### src/rtl/spc_pkg.sv
package spc_pkg;
  localparam int unsigned LO_W        = 1;
  localparam int unsigned HI_W        = 3;
  localparam int unsigned Q_W         = LO_W + HI_W;
  localparam int unsigned SYNC_DEPTH  = 2;
  // input channel indices into the synchronizer bank
  localparam int unsigned CH_LO  = 0;
  localparam int unsigned CH_HI  = 1;
  localparam int unsigned CH_CLR = 2;
  localparam int unsigned N_CH   = 3;
endpackage

### src/rtl/edge_sync.sv
module edge_sync #(
  parameter int unsigned N     = 3,
  parameter int unsigned DEPTH = 2
) (
  input  logic         clk,
  input  logic         rst,
  input  logic [N-1:0] din,
  output logic [N-1:0] level,
  output logic [N-1:0] fall
);
  genvar g;
  generate
    for (g = 0; g < N; g++) begin : g_ch
      logic [DEPTH-1:0] sh;
      logic             hist;
      always_ff @(posedge clk) begin
        if (rst) begin
          sh   <= '0;
          hist <= 1'b0;
        end else begin
          sh   <= {sh[DEPTH-2:0], din[g]};
          hist <= sh[DEPTH-1];
        end
      end
      assign level[g] = sh[DEPTH-1];
      assign fall[g]  = hist & ~sh[DEPTH-1];
    end
  endgenerate
endmodule

### src/rtl/count_section.sv
module count_section #(
  parameter int unsigned W = 3
) (
  input  logic         clk,
  input  logic         rst,
  input  logic         clr,
  input  logic         adv,
  output logic [W-1:0] q,
  output logic         wrap
);
  localparam logic [W-1:0] ONE = {{(W-1){1'b0}}, 1'b1};
  always_ff @(posedge clk) begin
    if (rst || clr) q <= '0;
    else if (adv)   q <= q + ONE;
  end
  assign wrap = adv & (&q);
endmodule

### src/rtl/split_ripple_counter.sv
module split_ripple_counter
  import spc_pkg::*;
(
  input  logic           clk,
  input  logic           rst,
  input  logic           cnt_lo_in,
  input  logic           cnt_hi_in,
  input  logic           clr_a_in,
  input  logic           clr_b_in,
  input  logic           chain_mode,
  output logic [Q_W-1:0] q_out
);
  logic [N_CH-1:0] raw, lvl, fall;
  logic            clr_s, clr_d, quiet;
  logic            adv_lo, adv_hi, wrap_lo, wrap_hi;
  logic [LO_W-1:0] q_lo;
  logic [HI_W-1:0] q_hi;

  always_comb begin
    raw         = '0;
    raw[CH_LO]  = cnt_lo_in;
    raw[CH_HI]  = cnt_hi_in;
    raw[CH_CLR] = clr_a_in & clr_b_in;
  end

  edge_sync #(.N(N_CH), .DEPTH(SYNC_DEPTH)) u_sync (
    .clk(clk), .rst(rst), .din(raw), .level(lvl), .fall(fall)
  );

  assign clr_s = lvl[CH_CLR];
  always_ff @(posedge clk) begin
    if (rst) clr_d <= 1'b0;
    else     clr_d <= clr_s;
  end
  // edges during a clear and in its release cycle are dropped
  assign quiet  = clr_s | clr_d;
  assign adv_lo = fall[CH_LO] & ~quiet;
  assign adv_hi = (chain_mode ? wrap_lo : fall[CH_HI]) & ~quiet;

  count_section #(.W(LO_W)) u_lo (
    .clk(clk), .rst(rst), .clr(clr_s), .adv(adv_lo), .q(q_lo), .wrap(wrap_lo)
  );
  count_section #(.W(HI_W)) u_hi (
    .clk(clk), .rst(rst), .clr(clr_s), .adv(adv_hi), .q(q_hi), .wrap(wrap_hi)
  );

  assign q_out = {q_hi, q_lo};
endmodule

### config.mk
export PLATFORM = sky130hd
export DESIGN_NAME = split_ripple_counter
export DESIGN_NICKNAME = d
export VERILOG_FILES = /design/src/rtl/spc_pkg.sv /design/src/rtl/edge_sync.sv /design/src/rtl/count_section.sv /design/src/rtl/split_ripple_counter.sv
export SDC_FILE = /design/constraint.sdc
export NUM_CORES = 1
export LEC_CHECK = 0
export CELL_PAD_IN_SITES_DETAIL_PLACEMENT = 1
export CELL_PAD_IN_SITES_GLOBAL_PLACEMENT = 2
export CORE_ASPECT_RATIO = 1.2
export CORE_MARGIN = 1.5
export CORE_UTILIZATION = 30
export CTS_CLUSTER_SIZE = 12
export DETAILED_ROUTE_END_ITERATION = 16
export GPL_TIMING_DRIVEN = 0
export HOLD_SLACK_MARGIN = 0.03
export PLACE_DENSITY = 0.71
export SYNTH_ARGS = -nofsm -noshare
export SYNTH_HDL_FRONTEND = slang
export SYNTH_HIERARCHICAL = 1
export SYNTH_SLANG_ARGS = --single-unit
### constraint.sdc
create_clock -name clk -period 2 [get_ports clk]
set_input_delay 0.4 -clock clk [delete_from_list [all_inputs] [get_ports clk]]
set_output_delay 0.4 -clock clk [all_outputs]
set_load 0.05 [all_outputs]
==> results.toml <==
[grt]
grt_pass1_wl_um = 1310
antenna_found_initial = 0
grt_overflow_total = 0
grt_pass1_vias = 347
grt_use_total_pct = 10.7
grt_max_degree = 14

[sta]
max_freq_mhz = 516
period_minus_slack_ns = 1.94
hold_slack_ns = 0.444
worst_pin_slew_ns = 0.492
period_share_pct = 96.8
relSlewSlack_pct = 67.1
slew_violations = 0
tns_ns = 0
hold_viol = 0
setup_viol = 0
rsz0062_at_grt = "no"
clock_skew_ns = 0.000754

[detailed_routing]
vias = 312
drc_errors = 0
routed_via_density = 4.33
detail-route-antenna-nets = 0
drt-initial-drc-count = 0
wirelength_um = 803
met3WireLength_um = 45
dr.pass1.iters = 1
wl_met2_um = 447
post_drt_wl_per_cell_um = 11.2
wl_met1_um = 309
highest_layer = "met3"

[cts]
postCtsSetupBuffers = 0
cts_root_buf = "clkbuf_4"
cts_tree = "yes"
cts_inserted_buffers = 3
path_clk_slew_ns = 0.07
cts_resized = 0
cts.sinks = 13
cts_hold_buf = 0
cts.path.max_buffers = 2
clock_latency_ns = 0.26
h-tree-depth = 1

[setup_path]
crit_buf_inv = 2
crit_family = "buffers and inverters"
crit_chain = "buf_4, clkdlybuf4s50_1"
cpPeakStageDelay_ns = 0.78
endpoint_kind = "output port"
reg2reg_from = "u_sync/g_ch[2].sh[1]"
critPathMaxFanout = 3
startpoint = "u_lo/q"
cpMaxStageDelayCell = "clkdlybuf4s50_1"
crit_required_ns = 1.60
crit_type = "register to output port"
arrival_ns = 1.54
critPathLaunchType = "register"

[synth]
syn_inst = 41
yosys_warnings = 6
syn_area_per_cell_um2 = 11.7
syn_nets = 50
syn_area_um2 = 478

[floorplanning]
floorplan.io_pins = 11
die_h_um = 46.7
die_area_um2 = 1840
design.core.area_um2 = 1460
rows = 15
chipWidth_um = 39.4
initial_core_util_pct = 32.6

[placement]
place_congestion = 0.622
io_buffers = 10
placed_area_um2 = 599
dp_hpwl_um = 629

[layout]
finalInstanceArea_um2 = 626
multi_input_area_um2 = 203
fillCellCount = 170
area_growth_pct = 30.9
utilization_pct = 42.7
regArea_um2 = 260
antenna_cells = 0
drive_gt1_share_pct = 16.4
nNetsFinal = 65

[power_and_ir_drop]
power_leakage_nw = 0.253
peakVddDrop_v = 0.000493
power.total_mw = 0.455
power.density_nw_per_um2 = 728

[hold_path]
hold_start = "u_sync/g_ch[1].sh[0]"
hp-class = "register to register"

[status]
outcome = "finished, final reports clean"

[flow_run]
drv_cap = 0
## registers in the layout, summed over array words and instances (netlist names)
name,flops
clr_d,1
u_sync/g_ch.hist,2
u_sync/g_ch.sh,6
u_hi/q,3
u_lo/q,1
## path summary, 6_finish.rpt
kind         depth (start not counted)                    to  slack [ns]
max                                  2              q_out[0]        0.06
min                                  1  u_sync/g_ch[1].sh[1]        0.44
max reg2reg                          7             u_hi/q[2]        0.29
min reg2reg                          1  u_sync/g_ch[1].sh[1]        0.44
## metal layers
layer	up-vias	GRT usage [%]
met3	0	2.90
met4	0	6.21
li1	161	-
met2	9	19.0
met5	-	0
met1	142	10.9
## layout make-up
type	count	share of cell area (%)
clock buffer	4	4.20
sequential	13	41.6
tap	17	3.40
timing repair buffer	10	16.0
multi-input combinational	26	32.4
buffer	2	2.40
## placed cells by master, fill, tap and decap left out
master / instances
dfxtp_1: 13
nor2b_1: 11
clkdlybuf4s50_1: 10
mux2i_1: 3
nor3_2: 3
clkbuf_4: 3
buf_4: 2
nor3_1: 2
xnor2_1: 2
ha_1: 2
and2_1: 1
nor3b_1: 1
clkbuf_1: 1
and2_2: 1
## power breakdown
part / total (mW) / leakage [nW] / internal, mW / switching [mW]
Sequential: 0.269 / 0.106 / 0.266 / 0.00300
Combinational: 0.0355 / 0.132 / 0.0206 / 0.0149
Clock: 0.151 / 0.0150 / 0.0770 / 0.0736
Total: 0.455 / 0.253 / 0.364 / 0.0915
## stage by stage
stage	std cells	setup WS, ns
finish	72	0.0631
detailed placement	68	0.269
floorplan	41	0.467
global placement	68	0.331
CTS	72	0.0499
global route	72	0.0118
Note: power is estimated with default switching activity, not from simulation.
